`config.mk`:
```
export PLATFORM = sky130hd
export DESIGN_NAME = act_window_gate
export DESIGN_NICKNAME = d
export VERILOG_FILES = /design/src/rtl/act_gate_pkg.sv /design/src/rtl/act_spacing_track.sv /design/src/rtl/act_stamp_queue.sv /design/src/rtl/act_window_gate.sv
export SDC_FILE = /design/constraint.sdc
export NUM_CORES = 1
export LEC_CHECK = 0
export BUFFER_PORTS_ARGS = -buffer_cell sky130_fd_sc_hd__buf_2
export CAP_MARGIN = 20
export CORE_MARGIN = 5
export CORE_UTILIZATION = 45
export DETAILED_ROUTE_END_ITERATION = 10
export PLACE_DENSITY = 0.62
export SLEW_MARGIN = 15
export SYNTH_ARGS = -nofsm -noshare
export SYNTH_HDL_FRONTEND = slang
export SYNTH_SLANG_ARGS = --single-unit
```
`constraint.sdc`:
```
create_clock -name clk -period 5.25 [get_ports clk]
set_input_delay 0.525 -clock clk [delete_from_list [all_inputs] [get_ports clk]]
set_output_delay 0.525 -clock clk [all_outputs]
set_load 0.05 [all_outputs]
```
`src/rtl/act_gate_pkg.sv`:
```
// Package: act_gate_pkg
// Shared helper functions for the activate admission gate.
// Assumes all arguments are small positive integers.
package act_gate_pkg;

    // Larger of two integer values, used to size saturating counters.
    function automatic int larger_of(input int a, input int b);
        return (a > b) ? a : b;
    endfunction

    // Bits needed to hold values 0..v inclusive, never less than 1.
    function automatic int bits_for(input int v);
        return (v < 2) ? 1 : $clog2(v + 1);
    endfunction

endpackage

```
`src/rtl/act_spacing_track.sv`:
```
// Module: act_spacing_track
// Keeps, for each bank group, the number of cycles since that group was
// last activated. The count saturates once no gap can still apply. It
// reports per group whether the same-group gap is met for that group and
// the cross-group gap is met against every other group.
// Assumes: SAME_GAP >= 1, CROSS_GAP >= 1, hit_i only when the ACTIVATE was
// admitted.
module act_spacing_track
    import act_gate_pkg::*;
#(
    parameter int GRP_W     = 3,
    parameter int SAME_GAP  = 4,
    parameter int CROSS_GAP = 8
) (
    input  logic                     clk,
    input  logic                     rst_n,
    input  logic                     hit_i,
    input  logic [GRP_W-1:0]         grp_i,
    output logic [(1<<GRP_W)-1:0]    ok_o
);
    localparam int NUM_GROUPS = 1 << GRP_W;
    localparam int SAT        = larger_of(SAME_GAP, CROSS_GAP);
    localparam int CW         = bits_for(SAT);
    localparam logic [CW-1:0] SAT_C   = CW'(SAT);
    localparam logic [CW-1:0] SAME_C  = CW'(SAME_GAP);
    localparam logic [CW-1:0] CROSS_C = CW'(CROSS_GAP);

    logic [CW-1:0]          since_q [NUM_GROUPS];
    logic [NUM_GROUPS-1:0]  same_ok;
    logic [NUM_GROUPS-1:0]  cross_ok;

    // Age every group counter; restart the one that was just activated.
    always_ff @(posedge clk) begin
        for (int g = 0; g < NUM_GROUPS; g++) begin
            if (!rst_n) begin
                since_q[g] <= SAT_C;
            end else if (hit_i && (grp_i == GRP_W'(g))) begin
                since_q[g] <= CW'(1);
            end else if (since_q[g] < SAT_C) begin
                since_q[g] <= since_q[g] + CW'(1);
            end
        end
    end

    generate
        for (genvar g = 0; g < NUM_GROUPS; g++) begin : g_grp
            // Per-group gap status derived from its counter.
            assign same_ok[g]  = (since_q[g] >= SAME_C);
            assign cross_ok[g] = (since_q[g] >= CROSS_C);
            // Group g passes if its own gap is met and all others are far enough back.
            assign ok_o[g] = same_ok[g] &
                             (&(cross_ok | (NUM_GROUPS'(1) << g)));

            if (SAME_GAP > 1) begin : g_same_chk
                // the group just activated must be blocked on the next cycle.
                a_r4_same_gap_blocks: assert property (
                    @(posedge clk) disable iff (!rst_n)
                    (hit_i && (grp_i == GRP_W'(g))) |=> !ok_o[g]);
            end
        end
    endgenerate

endmodule

```
`src/rtl/act_stamp_queue.sv`:
```
// Module: act_stamp_queue
// Holds the issue times of admitted ACTIVATEs in a small circular queue.
// The oldest entry is retired on the cycle its age reaches WINDOW. Ages
// use modular subtraction against a free-running stamp, so this is exact
// while WINDOW < 2**TW.
// Assumes: push_i only when room_o is high.
module act_stamp_queue
    import act_gate_pkg::*;
#(
    parameter int DEPTH  = 4,
    parameter int WINDOW = 32,
    parameter int TW     = 6
) (
    input  logic                       clk,
    input  logic                       rst_n,
    input  logic                       push_i,
    input  logic [TW-1:0]              now_i,
    output logic                       room_o,
    output logic                       pop_o,
    output logic [bits_for(DEPTH)-1:0] fill_o
);
    localparam int PW   = (DEPTH > 1) ? $clog2(DEPTH) : 1;
    localparam int CNTW = bits_for(DEPTH);
    localparam logic [CNTW-1:0] FULL_C = CNTW'(DEPTH);
    localparam logic [TW-1:0]   WIN_C  = TW'(WINDOW);
    localparam logic [PW-1:0]   LAST_C = PW'(DEPTH - 1);

    logic [TW-1:0]   slot_q [DEPTH];
    logic [PW-1:0]   rd_q;
    logic [PW-1:0]   wr_q;
    logic [CNTW-1:0] fill_q;
    logic [TW-1:0]   head_age;

    // Age of the oldest entry, wraparound-safe.
    assign head_age = now_i - slot_q[rd_q];
    // Retire the oldest entry once it has spent a full window inside.
    assign pop_o    = (fill_q != '0) && (head_age >= WIN_C);
    // A slot is free now if the queue is not full or the oldest leaves this cycle.
    assign room_o   = (fill_q != FULL_C) || pop_o;
    assign fill_o   = fill_q;

    // Write stamps, advance pointers and keep the occupancy count.
    always_ff @(posedge clk) begin
        if (!rst_n) begin
            rd_q   <= '0;
            wr_q   <= '0;
            fill_q <= '0;
            for (int s = 0; s < DEPTH; s++) slot_q[s] <= '0;
        end else begin
            if (push_i) begin
                slot_q[wr_q] <= now_i;
                wr_q         <= (wr_q == LAST_C) ? '0 : wr_q + PW'(1);
            end
            if (pop_o) begin
                rd_q <= (rd_q == LAST_C) ? '0 : rd_q + PW'(1);
            end
            case ({push_i, pop_o})
                2'b10:   fill_q <= fill_q + CNTW'(1);
                2'b01:   fill_q <= fill_q - CNTW'(1);
                default: fill_q <= fill_q;
            endcase
        end
    end

    // the queue never holds more entries than its depth.
    a_r3_fill_bound: assert property (
        @(posedge clk) disable iff (!rst_n) fill_q <= FULL_C);

    // nothing is pushed into a full queue that is not draining.
    a_r3_no_push_when_full: assert property (
        @(posedge clk) disable iff (!rst_n) push_i |-> room_o);

    // an entry never outstays the window, so retirement is on time.
    a_r2_age_bound: assert property (
        @(posedge clk) disable iff (!rst_n) (fill_q != '0) |-> (head_age <= WIN_C));

endmodule

```
`src/rtl/act_window_gate.sv`:
```
// Module: act_window_gate (top)
// Admission gate for DRAM row ACTIVATEs. The flag is high when the
// same-group gap, the cross-group gap and the rolling four-activate window
// all permit an ACTIVATE to the group on grp_i. A request on act_i is
// admitted only while the flag is high; otherwise it leaves no trace.
// Assumes: the scheduler samples allow_o in the same cycle as it drives act_i.
module act_window_gate
    import act_gate_pkg::*;
#(
    parameter int GRP_W     = 3,
    parameter int SAME_GAP  = 4,
    parameter int CROSS_GAP = 8,
    parameter int WINDOW    = 32,
    parameter int WIN_ACTS  = 4
) (
    input  logic             clk,
    input  logic             rst_n,
    input  logic             act_i,
    input  logic [GRP_W-1:0] grp_i,
    output logic             allow_o
);
    localparam int NUM_GROUPS = 1 << GRP_W;
    localparam int TW         = bits_for(WINDOW);
    localparam int CNTW       = bits_for(WIN_ACTS);

    logic [TW-1:0]         stamp_q;
    logic [NUM_GROUPS-1:0] gap_ok;
    logic                  room;
    logic                  pop;
    logic [CNTW-1:0]       fill;
    logic                  admit;

    // Free-running cycle stamp used to date each admitted ACTIVATE.
    always_ff @(posedge clk) begin
        if (!rst_n) stamp_q <= '0;
        else        stamp_q <= stamp_q + TW'(1);
    end

    act_spacing_track #(
        .GRP_W     (GRP_W),
        .SAME_GAP  (SAME_GAP),
        .CROSS_GAP (CROSS_GAP)
    ) u_spacing (
        .clk   (clk),
        .rst_n (rst_n),
        .hit_i (admit),
        .grp_i (grp_i),
        .ok_o  (gap_ok)
    );

    act_stamp_queue #(
        .DEPTH  (WIN_ACTS),
        .WINDOW (WINDOW),
        .TW     (TW)
    ) u_window (
        .clk    (clk),
        .rst_n  (rst_n),
        .push_i (admit),
        .now_i  (stamp_q),
        .room_o (room),
        .pop_o  (pop),
        .fill_o (fill)
    );

    // Flag for the selected group: gaps met and a window slot available.
    assign allow_o = gap_ok[grp_i] & room;
    // A request counts only when the flag grants it.
    assign admit   = act_i & allow_o;

    // a refused request leaves the window occupancy to drain only.
    a_r7_refused_leaves_no_trace: assert property (
        @(posedge clk) disable iff (!rst_n)
        (act_i && !allow_o) |=> (fill == CNTW'($past(fill) - CNTW'($past(pop)))));

    // with the window empty, only the gaps can refuse a group.
    a_r6_empty_window_never_blocks: assert property (
        @(posedge clk) disable iff (!rst_n)
        (fill == '0) |-> (allow_o == gap_ok[grp_i]));

endmodule

```
[Word-level counts from Yosys, hierarchy flattened]
Memories as Yosys holds them, arrays and structs flattened. A register that Yosys moved wholly into a read port is not among the register bits.
Cells that the tools add are included.
Cells by class
  $add $sub $neg: 14
  $lt $le $gt $ge: 26
  eq/ne operators: 12
  mux-type cells: 86
  bitwise gates (word level): 26
  reductions and logical operators: 22
Operators by type and width (number)
  two-way mux 4 bit: 16
  two-way mux 1 bit: 62
  AND reduction 7 bit: 8
  adder 4 x 1 -> 4 bit, second input constant: 8
  >= comparator 4 x 3 -> 1 bit, second input constant: 8
  >= comparator 4 bit, second input constant: 8
  less-than comparator 4 bit, second input constant: 8
  bitwise OR 1 bit: 16
  equality test 3 bit, second input constant: 4
  AND 1 bit: 10
  two-way mux 2 bit: 5
  logical AND 1 bit: 9
  adder 6 x 1 -> 6 bit, second input constant: 1
  equality test 2 bit, second input constant: 3
  equality test 3 x 2 -> 1 bit, second input constant: 2
  >= comparator 6 bit, second input constant: 1
  two-way mux 6 bit: 1
  case mux 3 bit (2 select lines): 1
  OR reduction 6 bit: 1
  subtractor 6 bit: 1
  adder 2 x 1 -> 2 bit, second input constant: 2
  less-than comparator 3 x 4 -> 1 bit, second input constant: 1
  adder 3 x 1 -> 3 bit, second input constant: 1
  binary-select mux 1 bit (select 3 bit): 1
  other kinds (8): 8
Word-level totals
  register bits after elaboration: 13
  memory bits (writable): 56
  memories: 2
Memory list
  u_spacing.since_q: words 8, width 4, read ports 8, clocked after memory_dff 0, wr ports 8, RTL line act_spacing_track.sv:28  | logic [CW-1:0] since_q [NUM_GROUPS];
  u_window.slot_q: words 4, width 6, read ports 1, clocked after memory_dff 1, wr ports 4, RTL line act_stamp_queue.sv:28  | logic [TW-1:0] slot_q [DEPTH];

[Longest topological paths before layout]
Gate-level depths: netlist of run 1.
  depth after elaboration: 13
  depth in mapped cells: 16
  gate-level depth less buffers: 14

[Cells and area by module]
Synthesis of run 1 repeated with hierarchy kept, for this count alone.
Unflattened totals
  cell total of the unflattened synthesis: 330
  area, all modules: 3976.3 um^2
Modules (own cells, without submodules)
  act_spacing_track: times used 1, cells each 170, area an instance 1991.9 um^2, seq. area each 960.9 um^2
  act_stamp_queue: times used 1, cells each 126, area an instance 1659.1 um^2, seq. area each 900.9 um^2
  act_window_gate: times used 1, cells each 34, area an instance 325.3 um^2, seq. area each 120.1 um^2

[Worst setup path before layout of run 1]
OpenSTA, ideal clock, no wires.
  kind: flip-flop to flip-flop
  start: reg with a tool-made name
  end: reg u_window.fill_q[2], in the netlist u_window.fill_o[2]
  library setup time: 0.070 ns
  arrival: 3.582 ns
  slack: 1.598 ns
  stages on the path, launching flop included: 17
  path buffers: 2
  clock period less this slack: 3.652 ns
  cells stage by stage: dfxtp_1 buf_2 mux4_2 inv_1 ha_1 nor2b_1 o2111a_1 nor3_1 nor2_1 o211ai_4 buf_2 ha_1 inv_1 fa_1 xor2_1 or3_1 a21boi_1
RTL lines
  end signal: assignment: RTL line act_stamp_queue.sv:58  | 2'b10: fill_q <= fill_q + CNTW'(1);
  end signal: assignment: RTL line act_stamp_queue.sv:59  | 2'b01: fill_q <= fill_q - CNTW'(1);
  end signal: assignment: RTL line act_stamp_queue.sv:60  | default: fill_q <= fill_q;
  end: declaration: RTL line act_stamp_queue.sv:31  | logic [CNTW-1:0] fill_q;

==> results of run 1 <==
-- per-layer routing --
metal	up-vias	wire length, µm
met5	-	0
met4	0	95
met3	11	328
met2	61	3390
met1	1297	3630
li1	1295	-
-- state kept, by name, summed over array words and instances, names as in the netlist, named ones only --
register	count
u_spacing.since_q	32
stamp_q	6
u_window.fill_o	3
u_window.wr_q	2
u_window.slot_q	24
u_window.rd_q	2
-- report_power, final --
group	internal [mW]	switching [mW]
clock network	0.268	0.220
logic	0.130	0.159
registers	0.652	0.0487
-- per-stage QoR --
step | hold WS (ns) | area [µm²] | cells | power, mW
2_1_floorplan | 0.448 | 3970 | 353 | 0.947
3_3_place_gp | 0.489 | 4060 | 448 | 0.996
3_5_place_dp | 0.493 | 4060 | 448 | 1.01
4_1_cts | 0.513 | 4280 | 464 | 1.49
5_1_grt | 0.555 | 4280 | 464 | 1.56
6_report | 0.515 | 4280 | 464 | 1.48
-- synth_stat cells (all sizes together), types with 3 or more instances --
cell    count  share of area [%]
dfxtp      15                7.6
clkbuf     11                1.0
nand3      17                2.1
mux2i       4                1.0
buf        10                1.4
nor2b      10                1.6
o2111a      3               0.85
o32ai       5                1.7
o31ai       4               0.76
o211ai      5                1.3
o31a       11                2.4
edfxtp     56                 42
xor2        6                1.3
nor3       15                1.9
ha         25                7.9
nor2       15                1.4
nor4        6               0.94
nand2      26                2.5
nand2b      9                1.4
o211a       6                1.5
and2        6               0.94
inv        31                2.9
o21ai       8                1.0
mux4        6                3.4
a21oi       5               0.63
o311a       4                1.0
xnor2       9                2.0
o311ai      4               0.88
-- kinds of logic (layout without fill, tap and decap cells) --
family | Yosys count | count (layout) | synth area share [%]
AOI/OAI and AO/OA | 66 | 66 | 14.3
xor gates and xnor gates | 15 | 15 | 3.31
DFF | 71 | 71 | 49.9
muxes | 10 | 10 | 4.41
adders and majority gates | 26 | 26 | 8.38
buffers and inverters | 52 | 55 | 5.35
and+or+nand+nor | 113 | 113 | 14.3
-- how the worst max path moves through the flow --
stage | endpoint | slack [ns] | startpoint | cells past startpoint
final | u_window.slot_q[3][5]$_DFFE_PP_ | 1.50 | flip-flop | 11
after global routing | u_window.slot_q[3][5]$_DFFE_PP_ | 1.22 | flip-flop | 11
after CTS | u_window.slot_q[3][2]$_DFFE_PP_ | 1.51 | flip-flop | 11
after detailed placement | u_window.slot_q[3][2]$_DFFE_PP_ | 1.52 | flip-flop | 11
after global placement | u_window.slot_q[3][0]$_DFFE_PP_ | 1.58 | flip-flop | 11
after floorplan | u_window.fill_o[2]$_SDFFE_PN0P_ | 1.60 | flip-flop | 16
-- area by class of cell --
| type | instances | area share, % |
|---|---|---|
| inverters | 31 | 2.72 |
| repair buffers | 8 | 1.05 |
| flip-flops and latches | 71 | 46.3 |
| clock buffers | 9 | 2.90 |
| multi-input cells | 230 | 41.6 |
| well taps | 108 | 3.16 |
| clock inverters | 7 | 2.28 |
-- critical path, cell delays in order, from the launching register on --
cell and delay [ns]:
dfxtp_1 0.54, mux4_2 0.54, inv_1 0.07, ha_1 0.21
nor2b_1 0.13, o2111a_1 0.24, nor3_1 0.25, nor2_1 0.13
o211ai_4 0.19, buf_4 0.45, buf_4 0.37, o21ai_1 0.26
==> impl_metrics.toml, run 1 <==
[timing]
hold_violations = 0
layout_setup_ws_ns = 1.50
maxSlewHeadroom_pct = 45.2
tightest_slew_ns = 0.822
timing.final.max_slew_violations = 0
setup_viol = 0
fmax_ghz = 0.267
min_period_ns = 3.75
fin_skew_ns = 0.0107
rsz0062_at_grt = "no"
min_period_over_period_pct = 71.4
setup_tns_ns = 0

[clocking]
cts.clk_slew.worst_paths_ns = 0.08
ctsHoldBuffers = 0
htreeDepth = 3
tritoncts = "yes"
post_cts_resized = 0
clk_latency_ns = 0.35
clock_sinks = 71
cts_setup_buffers = 0
clock-root-buffer = "clkbuf_8"
cts_made_buffers = 9
cts_buffer_depth = 2

[global_route]
grt_max_degree = 49
gr-total-overflow = 0
grt_util_met1_pct = 20.2
antenna_found_initial = 0
grt-busiest-layer = "met2"
use_met2_pct = 21.4
grt_pass1_vias = 2553
met3_usage_pct = 3.66
grt_first_pass_wirelength_mm = 12.6
globalRouteTotalUtil_pct = 14.3

[finish]
seqCellArea_um2 = 1980
final_layout_size_suffix_gt1_share_pct = 10.7
multi_input_area_um2 = 1780
antennaDiodeCount = 0
fill_cells = 783
mostFrequentLayoutCells = "edfxtp_1, inv_1, nand2_1, ha_1, nand3_1"
finalNetCount = 383
fin_util_pct = 49.3
layout_commonest_cell = "edfxtp_1"
area_growth_pct = 7.68

[placed_design]
io_buffer_count = 6
hpwl_mm = 5.16
place.gp.congestion = 0.802
place_ws_ns = 1.52

[logic_synthesis]
synth_seq_cells = 71
yosysSeqAreaShare_pct = 49.9
ys_warn_count = 0
netlist_area_um2 = 3970
synth-main-ff-cell = "edfxtp_1"
avgSynthCellArea_um2 = 11.3
syn_nets = 385
synthArstFlopShare_pct = 0
synth_cell_types = 51
synthCells = 353
synth_edf_count = 56

[drt]
drt-initial-drc-count = 164
wire_per_inst_um = 16.0
wirelength_mm = 7.44
vias = 2664
firstDrtPassIters = 5
routed_via_density = 5.74
ant_nets = 0
route.detailed.drc = 0

[floorplanning]
fp.dieW_um = 104
initial_core_util_pct = 45.8
pin_count = 7
chipHeight_um = 104
dieArea_um2 = 10800
rows = 34
coreArea_um2 = 8680

[power]
max-vdd-ir-drop_v = 0.000131
power.density_nw_per_um2 = 346
p_leak_nw = 1.62

[worst_setup_path]
worstSetupStartpointType = "flip-flop"
crit_fanout = 46
crit_path_end_kind = "flip-flop"
worstPathRequired_ns = 5.26
reg2reg_depth = 11
rrSetupSlack_ns = 1.50
r2r_end = "u_window.slot_q[3][5]$_DFFE_PP_"
crit_arrival_ns = 3.76
critPathKind = "reg2reg"

[flow_run]
drv_cap = 0

[run_status]
outcome = "finished clean"

[worst_hold_path]
hp-class = "reg2reg"
hold_depth = 2
min_to = "u_window.fill_o[2]$_SDFFE_PN0P_"
hp-start = "u_window.fill_o[2]$_SDFFE_PN0P_"
No activity file was read; power rests on OpenSTA's default activity.
==> inputs of run 2 (changes only) <==
ABC_AREA = 1   (was default)
PLACE_DENSITY = 0.65   (was 0.62)
clock period = 3.15 ns   (was 5.25 ns; I/O delays follow)
==> impl_metrics.toml, run 2 <==
[run_status]
outcome = "finished clean"

[drt]
ant_nets = 0
wirelength_mm = 8.34
vias = 3124
wire_per_inst_um = 13.8
firstDrtPassIters = 4
routed_via_density = 5.17
route.detailed.drc = 0
drt-initial-drc-count = 195

[power]
finalPower_mw = 2.51
max-vdd-ir-drop_v = 0.000276
power.density_nw_per_um2 = 551
p_leak_nw = 1.94

[clocking]
htreeDepth = 3
clock_sinks = 71
cts_made_buffers = 9
clock-root-buffer = "clkbuf_8"
cts_buffer_depth = 2
clk_latency_ns = 0.37
cts.clk_slew.worst_paths_ns = 0.09
tritoncts = "yes"
ctsHoldBuffers = 0

[logic_synthesis]
synthArstFlopShare_pct = 0
syn_nets = 504
synth_cell_types = 33
netlist_top_cells_count = "nand2_1, nor2_1, inv_1"
synthCells = 472
avgSynthCellArea_um2 = 8.72
synth_seq_cells = 71
synth_edf_count = 56
yosys-top-cells-area = "edfxtp_1, nand2_1, ha_1, nor2_1, dfxtp_1"
synth_top_area_share_pct = 40.9
yosysSeqAreaShare_pct = 48.2
synth_most_common_cell = "nand2_1"
synth-main-ff-cell = "edfxtp_1"
ys_warn_count = 0
yosysTopAreaCell = "edfxtp_1"
netlist_area_um2 = 4120

[timing]
hold_violations = 0
fmax_ghz = 0.340
setup_viol = 0
timing.final.max_slew_violations = 0
fin_skew_ns = 0.0176
hold_slack_ns = 0.457
min_period_ns = 2.95
tightest_slew_ns = 0.695
maxSlewHeadroom_pct = 53.6
min_period_over_period_pct = 93.5
rsz0062_at_grt = "yes"

[finish]
fill_cells = 794
antennaDiodeCount = 0
finalNetCount = 523
mostFrequentLayoutCells = "nand2_1, nor2_1, inv_1, edfxtp_1, nand3_1"
reg.largest.list = "u_spacing.since_q x32, u_window.slot_q x24, stamp_q x6"
final_layout_size_suffix_gt1_share_pct = 13.5
area_growth_pct = 10.8
layout_commonest_cell = "nand2_1"
largest_reg_flops = 32
top_register = "u_spacing.since_q"
finalInstanceArea_um2 = 4560

[floorplanning]
initial_core_util_pct = 46.7
dieArea_um2 = 11200
rows = 34
coreArea_um2 = 8810
fp.dieW_um = 106
chipHeight_um = 106
pin_count = 7

[worst_hold_path]
hp-class = "reg2reg"
min_to = "stamp_q[0]$_SDFF_PN0_"
hold_depth = 1
hp-start = "stamp_q[0]$_SDFF_PN0_"

[worst_setup_path]
worstPathRequired_ns = 3.38
crit_chain = "buf_6 > nand2_1 > a32o_1 > ha_1 > nand2_1 > inv_1 > nand2_1 > nand3_1 > nand3_1 > nand3_2 > inv_4 > nor2_8 > nand2_4 > ha_1 > inv_1 > fa_2 > nor2_2 > a21oi_1 > nor2_1"
critPathKind = "reg2reg"
crit_family = "adder cells"
crit_path_end_kind = "flip-flop"
crit_slowest_cell = "fa_2"
worstSetupPathDepth = 19
rrSetupSlack_ns = 0.20
path_buf_inv = 4
worstSetupStartpointType = "flip-flop"
reg2reg_depth = 19
r2r_end = "u_window.fill_o[1]$_SDFFE_PN0P_"
crit_fanout = 6
critPathMaxStageDelay_ns = 0.55
crit_top_cell = "nand2_1"
crit_arrival_ns = 3.17

[placed_design]
place.gp.congestion = 0.841
hpwl_mm = 6.04
io_buffer_count = 6
place_area_um2 = 4300

[global_route]
antenna_found_initial = 0
gr-total-overflow = 0
grt_max_degree = 52
grt_pass1_vias = 2962
globalRouteTotalUtil_pct = 15.8
grt_first_pass_wirelength_mm = 14.0

[flow_run]
drv_cap = 0
[run 2: changes by cell type after synthesis, sizes merged, moves of 9 or more]
cell,change
o31a,-11
a21oi,+15
inv,+35
nor3,-10
nand3,+26
nor2b,-10
nand2,+71
nand4,+18
nand2b,-9
nor2,+70
[run 2: report_power, final]
part,switching (mW),leakage [nW],total (mW),internal [mW]
combinational,0.388,1.15,0.616,0.228
clock,0.424,0.102,0.738,0.315
sequential,0.0616,0.686,1.16,1.10
total,0.873,1.94,2.51,1.64
[run 2: worst max path at each step]
stage	slack, ns	startpoint	end
after floorplan	0.04	flip-flop	u_window.fill_o[1]$_SDFFE_PN0P_
after global placement	0.11	flip-flop	u_window.fill_o[2]$_SDFFE_PN0P_
after detailed placement	-0.10	flip-flop	u_window.fill_o[2]$_SDFFE_PN0P_
after CTS	0.005	flip-flop	u_window.fill_o[2]$_SDFFE_PN0P_
after global routing	-0.03	flip-flop	u_window.fill_o[1]$_SDFFE_PN0P_
final	0.20	flip-flop	u_window.fill_o[1]$_SDFFE_PN0P_
[run 2: metal layers]
metal	track usage, %	vias up	wire length, µm
met5	0	-	0
li1	-	1606	-
met1	20.9	1443	3950
met3	3.12	15	381
met2	24.6	60	3810
met4	8.14	0	194
[run 2: final cells by class]
type | instances | area [µm²] | share of cell area (%)
Clock buffer | 9 | 124 | 2.72
Clock inverter | 7 | 71.3 | 1.56
Inverter | 66 | 255 | 5.60
Multi-Input combinational cell | 324 | 1850 | 40.6
Sequential cell | 71 | 1990 | 43.6
Tap cell | 108 | 135 | 2.96
Timing Repair Buffer | 19 | 138 | 3.02
[run 2: worst register-to-register path: stages (launching register included)]
cell	delay, ns
dfxtp_4	0.41
buf_6	0.13
nand2_1	0.05
a32o_1	0.25
ha_1	0.27
nand2_1	0.09
inv_1	0.04
nand2_1	0.07
nand3_1	0.08
nand3_1	0.12
nand3_2	0.12
inv_4	0.10
nor2_8	0.05
nand2_4	0.08
ha_1	0.15
inv_1	0.07
fa_2	0.55
nor2_2	0.04
a21oi_1	0.11
nor2_1	0.04
[run 2: what timing repair did]
action,4_1_cts,5_1_grt
pin swaps,0,1
gates resized for setup,1,18
setup endpoints to repair,2,26
hold endpoints to repair,0,0
setup buffers,0,4
[run 2: cells by family after synthesis]
logic type,share of synthesized area (%)
xor+xnor,1.92
simple gates,29.0
flops,48.2
compound gates,5.56
fa+ha+maj,8.09
buf+inv,7.27
[run 2: per-stage QoR]
stage / cells / setup WS, ns / util [%] / setup TNS, ns
2_1_floorplan: 472 / 0.0369 / - / 0
3_3_place_gp: 584 / 0.108 / 48.8 / 0
3_5_place_dp: 584 / -0.103 / 48.8 / -0.103
4_1_cts: 600 / 0.00491 / 51.0 / 0
5_1_grt: 604 / -0.0346 / 51.8 / -0.0499
6_report: 604 / 0.205 / 51.8 / 0
